===== config.mk =====
export PLATFORM = sky130hd
export DESIGN_NAME = dbgcs_top
export DESIGN_NICKNAME = d
export VERILOG_FILES = /design/src/rtl/dbgcs_pkg.sv /design/src/rtl/dbgcs_sync.sv /design/src/rtl/dbgcs_ctl.sv /design/src/rtl/dbgcs_flag.sv /design/src/rtl/dbgcs_top.sv
export SDC_FILE = /design/constraint.sdc
export NUM_CORES = 1
export LEC_CHECK = 0
export BUFFER_PORTS_ARGS = -buffer_cell sky130_fd_sc_hd__buf_2
export CAP_MARGIN = 5
export CORE_ASPECT_RATIO = 0.75
export CORE_UTILIZATION = 32
export DETAILED_ROUTE_END_ITERATION = 10
export HOLD_SLACK_MARGIN = 0.12
export PLACE_DENSITY = 0.73
export SYNTH_ARGS = -nofsm -noshare
export SYNTH_HDL_FRONTEND = slang
export SYNTH_SLANG_ARGS = --single-unit

===== constraint.sdc =====
create_clock -name clk -period 0.8 [get_ports clk]
set_input_delay 0 -clock clk [delete_from_list [all_inputs] [get_ports clk]]
set_output_delay 0 -clock clk [all_outputs]
set_load 0.01 [all_outputs]

===== src/rtl/dbgcs_pkg.sv =====
package dbgcs_pkg;

  localparam int unsigned BIT_SRST   = 0;
  localparam int unsigned BIT_TRST   = 1;
  localparam int unsigned BIT_PWROFF = 3;
  localparam int unsigned BIT_LED0   = 4;
  localparam int unsigned BIT_LED1   = 5;
  localparam int unsigned BIT_FSRST  = 6;
  localparam int unsigned BIT_FDROP  = 7;
  localparam int unsigned BIT_RCLK   = 8;
  localparam int unsigned BIT_FTMO   = 10;
  localparam int unsigned NUM_FLAGS  = 3;

  typedef enum logic [0:0] {
    FLAG_REARM_ON_SET  = 1'b0,
    FLAG_CLEAR_ON_CLR  = 1'b1
  } flag_kind_e;

  function automatic int unsigned flag_pos(input int unsigned idx);
    case (idx)
      0:       return BIT_FSRST;
      1:       return BIT_FDROP;
      default: return BIT_FTMO;
    endcase
  endfunction

  function automatic flag_kind_e flag_kind(input int unsigned idx);
    return (idx == 2) ? FLAG_CLEAR_ON_CLR : FLAG_REARM_ON_SET;
  endfunction

endpackage


===== src/rtl/dbgcs_sync.sv =====
module dbgcs_sync #(
  parameter int unsigned WIDTH = 3
) (
  input  logic             clk,
  input  logic             rst_n,
  input  logic [WIDTH-1:0] async_i,
  output logic [WIDTH-1:0] sync_o
);
  logic [WIDTH-1:0] meta_q;
  logic [WIDTH-1:0] sync_q;

  always_ff @(posedge clk or negedge rst_n) begin
    if (!rst_n) begin
      meta_q <= '0;
      sync_q <= '0;
    end else begin
      meta_q <= async_i;
      sync_q <= meta_q;
    end
  end

  assign sync_o = sync_q;
endmodule


===== src/rtl/dbgcs_ctl.sv =====
module dbgcs_ctl #(
  parameter int unsigned       DATA_W  = 32,
  parameter logic [DATA_W-1:0] MASK    = '0,
  parameter logic [DATA_W-1:0] RST_VAL = '0
) (
  input  logic              clk,
  input  logic              rst_n,
  input  logic              set_we,
  input  logic              clr_we,
  input  logic [DATA_W-1:0] wdata,
  output logic [DATA_W-1:0] ctl_o
);
  logic [DATA_W-1:0] ctl_q;
  logic [DATA_W-1:0] ctl_d;
  logic              ctl_en;
  logic [DATA_W-1:0] set_bits;
  logic [DATA_W-1:0] clr_bits;

  always_comb begin
    set_bits = set_we ? (wdata & MASK) : '0;
    clr_bits = clr_we ? (wdata & MASK) : '0;
    ctl_en   = set_we | clr_we;
    ctl_d    = (ctl_q | set_bits) & ~clr_bits;
  end

  always_ff @(posedge clk or negedge rst_n) begin
    if (!rst_n)      ctl_q <= RST_VAL;
    else if (ctl_en) ctl_q <= ctl_d;
  end

  assign ctl_o = ctl_q;
endmodule


===== src/rtl/dbgcs_flag.sv =====
module dbgcs_flag #(
  parameter dbgcs_pkg::flag_kind_e KIND = dbgcs_pkg::FLAG_REARM_ON_SET
) (
  input  logic clk,
  input  logic rst_n,
  input  logic sense,
  input  logic set_we,
  input  logic clr_we,
  input  logic cmd,
  output logic flag_o
);
  logic flag_q;
  logic flag_d;
  logic action;

  always_comb begin
    action = (KIND == dbgcs_pkg::FLAG_CLEAR_ON_CLR) ? (clr_we & cmd) : (set_we & cmd);
    flag_d = action ? sense : (flag_q | sense);
  end

  always_ff @(posedge clk or negedge rst_n) begin
    if (!rst_n) flag_q <= 1'b0;
    else        flag_q <= flag_d;
  end

  assign flag_o = flag_q;
endmodule


===== src/rtl/dbgcs_top.sv =====
module dbgcs_top #(
  parameter int unsigned ADDR_W   = 6,
  parameter int unsigned DATA_W   = 32,
  parameter int unsigned SET_WORD = 4,
  parameter int unsigned CLR_WORD = 5
) (
  input  logic              clk,
  input  logic              rst_n,
  input  logic [ADDR_W-1:0] bus_addr,
  input  logic              bus_wr,
  input  logic [DATA_W-1:0] bus_wdata,
  output logic [DATA_W-1:0] bus_rdata,
  input  logic              sense_srst,
  input  logic              sense_pwr_drop,
  input  logic              sense_rclk_tmo,
  output logic              srst_o,
  output logic              trst_o,
  output logic              pwr_off_o,
  output logic [1:0]        led_o,
  output logic              rclk_mode_o
);
  import dbgcs_pkg::*;

  localparam int unsigned NF = NUM_FLAGS;
  localparam logic [DATA_W-1:0] CTL_MASK =
    (DATA_W'(1) << BIT_SRST) | (DATA_W'(1) << BIT_TRST) | (DATA_W'(1) << BIT_PWROFF) |
    (DATA_W'(1) << BIT_LED0) | (DATA_W'(1) << BIT_LED1) | (DATA_W'(1) << BIT_RCLK);
  localparam logic [DATA_W-1:0] CTL_RST = DATA_W'(1) << BIT_PWROFF;

  logic [1:0]        rst_pipe_q;
  logic              rst_sync_n;
  logic              set_hit;
  logic              clr_hit;
  logic              set_we;
  logic              clr_we;
  logic [DATA_W-1:0] ctl_q;
  logic [NF-1:0]     sense_sync;
  logic [NF-1:0]     flag_q;
  logic [DATA_W-1:0] view;

  // Reset: asserted at once, released after two clock edges.
  always_ff @(posedge clk or negedge rst_n) begin
    if (!rst_n) rst_pipe_q <= '0;
    else        rst_pipe_q <= {rst_pipe_q[0], 1'b1};
  end
  assign rst_sync_n = rst_pipe_q[1];

  always_comb begin
    set_hit = (bus_addr == ADDR_W'(SET_WORD));
    clr_hit = (bus_addr == ADDR_W'(CLR_WORD));
    set_we  = bus_wr & set_hit;
    clr_we  = bus_wr & clr_hit;
  end

  dbgcs_ctl #(
    .DATA_W  (DATA_W),
    .MASK    (CTL_MASK),
    .RST_VAL (CTL_RST)
  ) u_ctl (
    .clk    (clk),
    .rst_n  (rst_sync_n),
    .set_we (set_we),
    .clr_we (clr_we),
    .wdata  (bus_wdata),
    .ctl_o  (ctl_q)
  );

  dbgcs_sync #(.WIDTH(NF)) u_sync (
    .clk     (clk),
    .rst_n   (rst_sync_n),
    .async_i ({sense_rclk_tmo, sense_pwr_drop, sense_srst}),
    .sync_o  (sense_sync)
  );

  for (genvar i = 0; i < NF; i++) begin : g_flag
    dbgcs_flag #(.KIND(flag_kind(i))) u_flag (
      .clk    (clk),
      .rst_n  (rst_sync_n),
      .sense  (sense_sync[i]),
      .set_we (set_we),
      .clr_we (clr_we),
      .cmd    (bus_wdata[flag_pos(i)]),
      .flag_o (flag_q[i])
    );
  end

  always_comb begin
    view = ctl_q;
    for (int i = 0; i < NF; i++) view[flag_pos(i)] = flag_q[i];
    bus_rdata = (set_hit | clr_hit) ? view : '0;
  end

  assign srst_o      = ctl_q[BIT_SRST];
  assign trst_o      = ctl_q[BIT_TRST];
  assign pwr_off_o   = ctl_q[BIT_PWROFF];
  assign led_o       = {ctl_q[BIT_LED1], ctl_q[BIT_LED0]};
  assign rclk_mode_o = ctl_q[BIT_RCLK];
endmodule


# Word level (Yosys, flattened, before mapping)
# Index checks and enable logic that the tools add are counted.
word_totals:
  out_inout_bits: 38
  word_cells: 28
  inputBits: 44
  register_bits: 43
op_classes:
  eq_ne: 2
  muxes: 6
  bitwise: 13
ops:
  columns: ["cell", "n"]
  rows:
  - ["32-bit bitwise AND", 1]
  - ["32-bit 2-to-1 mux", 1]
  - ["32-bit NOT", 1]
  - ["32-bit OR", 1]
  - ["9-bit 2-to-1 mux", 2]
  - ["6-bit by 3-bit == test with 1-bit output (second input constant)", 2]
  - ["1-bit bitwise AND", 5]
  - ["1-bit OR", 5]
  - ["1-bit 2-to-1 mux", 3]

# Logic depth before layout (Yosys ltp)
depth:
  depth_word: 5
  mapped_depth: 4
  ltp_nobuf: 3

# Hierarchy
# From an unflattened synthesis, not the netlist that was laid out.
unflattened:
  cells_unflattened: 105
  area_unflattened_um2: 993.5
modules_own_cells:
  columns: ["mod", "n_inst", "area_per_inst_um2", "cells_per_inst", "seq_area_each_um2"]
  rows:
  - ["dbgcs_ctl", 1, 410.4, 45, 151.4]
  - ["dbgcs_top", 1, 324.1, 45, 50.0]
  - ["dbgcs_sync", 1, 150.1, 6, 150.1]
  - ["dbgcs_flag", 3, 36.3, 3, 25.0]

# Worst setup path before layout
# Ideal clock, no wire load.
synth_timing:
  path_type: "input -> register"
  from: "in bus_addr[3]"
  to: "reg g_flag[2].u_flag.flag_q"
  path_buffers: 1
  setup_ns: 0.142
  arrival_time_ns: 0.706
  path_stages: 4
  slack_ns: -0.048
  required_ns: 0.658
  cell_sequence: "nor3b_4 > and3_1 > buf_6 > a41oi_2"
synth_via:
  elab_chain_len: 4
synth_lines:
  columns: ["element", "line_no", "rtl"]
  rows:
  - ["start: declaration", "dbgcs_top.sv:9", "input logic [ADDR_W-1:0] bus_addr,"]
  - ["6-bit by 3-bit == test with 1-bit output", "dbgcs_top.sv:50", "clr_hit = (bus_addr == ADDR_W'(CLR_WORD));"]
  - ["1-bit bitwise AND", "dbgcs_top.sv:52", "clr_we = bus_wr & clr_hit;"]
  - ["1-bit bitwise AND", "dbgcs_flag.sv:17", "action = (KIND == dbgcs_pkg::FLAG_CLEAR_ON_CLR) ? (clr_we & cmd) : (set_we & cmd);"]
  - ["1-bit 2-to-1 mux", "dbgcs_flag.sv:18", "flag_d = action ? sense : (flag_q | sense);"]
  - ["net g_flag[2].u_flag.flag_d", "dbgcs_flag.sv:13", "logic flag_d;"]
  - ["end signal: assignment", "dbgcs_flag.sv:23", "else flag_q <= flag_d;"]
  - ["end: declaration", "dbgcs_flag.sv:12", "logic flag_q;"]
# The timed path passes the listed nets, and every way through them passes these cells.
# A chain may end at the register's enable or synchronous reset.

# Worst setup path after layout
layout_timing:
  from: "reg u_ctl.ctl_q[3], in the netlist u_ctl.ctl_o[3]"
  to: "out bus_rdata[3]"
layout_via:
  elab_chain_len: 1
layout_lines:
  columns: ["element", "line_no", "rtl"]
  rows:
  - ["start: declaration", "dbgcs_ctl.sv:13", "logic [DATA_W-1:0] ctl_q;"]
  - ["start signal: assignment", "dbgcs_ctl.sv:28", "else if (ctl_en) ctl_q <= ctl_d;"]
  - ["32-bit 2-to-1 mux", "dbgcs_top.sv:90", "bus_rdata = (set_hit | clr_hit) ? view : '0;"]
  - ["end: declaration", "dbgcs_top.sv:12", "output logic [DATA_W-1:0] bus_rdata,"]
# No other way between the ends.

==> impl_metrics.yaml <==
clock_network:
  cts_sinks: 17
  clk_latency_ns: 0.29
  cts_root_buffer: "clkbuf_4"
  htree_levels: 1
  clk_pin_slew_ns: 0.10
  cts-buffers-inserted: 3
  clockBufferDepth: 2
  cts_tree: "yes"
route:
  wirelength_um: 2330
  viasPerCell: 4.56
  drtPass1Iterations: 7
  drtIter0Drc: 30
  ant_nets: 0
  wl_per_cell_um: 13.0
  vias: 816
  drc_errors: 0
power:
  power_density_nw_per_um2: 1540
  fin_total_pwr_mw: 2.10
  irDropWorstVdd_uv: 935
  leakage_nw: 0.709
synthesis:
  ys_seq_elements: 17
  syn_area_um2: 870
  synth_cells: 79
  postSynthAreaPerCell_um2: 11.0
  ys.warnings.count: 0
  synth.distinct_cells: 16
  seq_area_frac_synth_pct: 49.1
floorplanning:
  io_pins: 82
  core_um2: 2440
  initial_core_util_pct: 35.6
  die_x_um: 62.2
  die_h_um: 47.1
  fp-row-count: 15
  die-area_um2: 2930
flow_run:
  cap_violations: 0
sta:
  rsz0062_at_grt: "yes"
  setup_violations: 22
  max_freq_mhz: 914
  final-hold-violation-count: 0
  period_needed_ns: 1.09
  clock_skew_ns: 0.00917
  drv_slew: 0
  setup_ws_ns: -0.295
  period_share_pct: 137
  final.setup.tns_ns: -2.94
global_route:
  grt_antenna_before_repair: 0
  first_global_vias: 725
  grt_max_degree: 16
  grt_pass1_wl_um: 3200
  overflow: 0
  gr-usage-all-layers_pct: 14.5
setup_path:
  worst-path-max-fanout: 2
  endpoint_kind: "output port"
  crit_type: "flip-flop to output port"
  cp_slowest_stage_delay_ns: 0.54
  crit_chain: "and3_4, buf_6"
  worst_setup_path_start_kind: "flip-flop"
  slowest_stage: "dfstp_2"
  critPathRequiredTime_ns: 0.80
  arrival_ns: 1.09
cells_and_area:
  area.growth.synth_to_final_pct: 56.5
  fin_cells: 179
  multi_input_area_um2: 347
  fin_nets: 190
  drive_gt1_share_pct: 42.1
  antenna-diode-count: 0
  ff_latch_area_um2: 427
  nFillCells: 228
run_status:
  failed_checks: "setup timing"
  status: "complete, but fails checks"
placement:
  dp.cells: 148
  detailedPlace.worstSlack_ns: -0.112
  io_buffers: 35
  hpwl_um: 1450
  gp_congestion: 0.816
hold_path:
  hold_class: "flip-flop to async pin"
-- Yosys cell counts --
| cell | number | share of area, % |
|---|---|---|
| buf_4 | 23 | 20 |
| buf_2 | 1 | 0.57 |
| a41oi_2 | 1 | 1.9 |
| nor2_1 | 4 | 1.7 |
| a31oi_1 | 6 | 4.3 |
| dfrtp_1 | 16 | 46 |
| dfstp_2 | 1 | 3.0 |
| buf_6 | 2 | 2.6 |
| inv_1 | 1 | 0.43 |
| a21oi_1 | 2 | 1.2 |
| a41oi_1 | 6 | 6.0 |
| nor3b_4 | 1 | 2.2 |
| nor3b_1 | 2 | 1.7 |
| buf_1 | 1 | 0.43 |
| conb_1 | 2 | 0.86 |
| and3_1 | 10 | 7.2 |
-- per-stage QoR --
| stage | cell area, um^2 | util [%] | hold slack [ns] |
|---|---|---|---|
| 2_1_floorplan | 952 | - | -0.296 |
| 3_3_place_gp | 1000 | 41.1 | -0.216 |
| 3_5_place_dp | 1000 | 41.1 | -0.211 |
| 4_1_cts | 1280 | 52.7 | 0.167 |
| 5_1_grt | 1360 | 55.8 | 0.202 |
| 6_report | 1360 | 55.8 | 0.166 |
-- sequential cells by signal (all words and copies together) (netlist names) --
name and cells:
u_sync.sync_o 3, u_ctl.ctl_o 6, rst_pipe_q 2, u_sync.meta_q 3, g_flag.u_flag.flag_o 3
-- worst paths after layout --
check | startpoint | to | slack, ns | cells after the start
worst min register to register | rst_pipe_q[1]$_DFF_PN0_ | g_flag[2].u_flag.flag_o$_DFF_PN0_ | 0.17 | 1
worst min-delay path | rst_pipe_q[1]$_DFF_PN0_ | g_flag[2].u_flag.flag_o$_DFF_PN0_ | 0.17 | 1
worst max register to register | u_ctl.ctl_o[5]$_DFFE_PN0P_ | u_ctl.ctl_o[5]$_DFFE_PN0P_ | -0.11 | 3
min in group clk | bus_wr | u_ctl.ctl_o[3]$_DFFE_PN1P_ | 0.21 | 4
max in group asynchronous | rst_n | rst_pipe_q[1]$_DFF_PN0_ | 0.11 | 3
worst max-delay path | u_ctl.ctl_o[3]$_DFFE_PN1P_ | bus_rdata[3] | -0.29 | 2
-- metal layers --
layer	vias up	track usage (%)	part of all wire [%]
li1	366	-	-
met3	0	3.16	7.4
met4	0	3.26	0
met1	396	16.8	38
met2	54	28.8	54
met5	-	0	0
-- critical path: cells and delay by family (launching register included) --
kind / cells / cell delay, ns
buffers and inverters: 1 / 0.09
flip-flops: 1 / 0.54
AND/OR/NAND/NOR: 1 / 0.17
-- area by class of cell --
cell class / instances / area share [%]
Inverter: 1 / 0.276
Multi-Input combinational cell: 56 / 25.5
Clock buffer: 4 / 1.93
Tap cell: 34 / 3.12
Timing Repair Buffer: 67 / 37.9
Sequential cell: 17 / 31.3
-- power breakdown --
group	total (mW)	leakage [nW]	switching [mW]	internal [mW]
Clock	0.451	0.0150	0.257	0.194
Sequential	0.994	0.193	0.0470	0.947
Combinational	0.654	0.500	0.290	0.365
-- placed cells by master (no fill, tap or decap) --
master,Yosys,final
clkbuf_4,0,3
nor2_2,0,1
a21oi_1,2,1
conb_1,2,24
buf_2,1,29
and3_1,10,9
nor2_1,4,2
a31oi_1,6,6
dfrtp_1,16,16
clkbuf_1,0,1
a41oi_1,6,6
nor3b_2,0,2
a21oi_2,0,1
nor3b_4,1,1
dfstp_2,1,1
inv_1,1,1
dlymetal6s4s_1,0,1
a41oi_2,1,1
and3_4,0,1
nor2_4,0,1
buf_6,2,10
dlygate4sd3_1,0,17
buf_4,23,10
-- logic make-up after synthesis --
| group | share of synthesized area (%) |
|---|---|
| buffers and inverters | 23.9 |
| flip-flops | 49.1 |
| AND/OR/NAND/NOR | 12.8 |
| AO/OA/AOI/OAI | 13.4 |
| other | 0.864 |
-- repair_timing --
| action | in CTS | in global routing |
|---|---|---|
| pin swaps | 0 | 5 |
| resized for setup | 7 | 12 |
| hold buffers | 18 | 1 |
| endpoints found under the hold margin | 14 | 7 |
| buffers inserted | 5 | 5 |
| setup endpoints to repair | 16 | 24 |
| cloned | 0 | 0 |
Note: power is estimated with default switching activity, not from simulation.
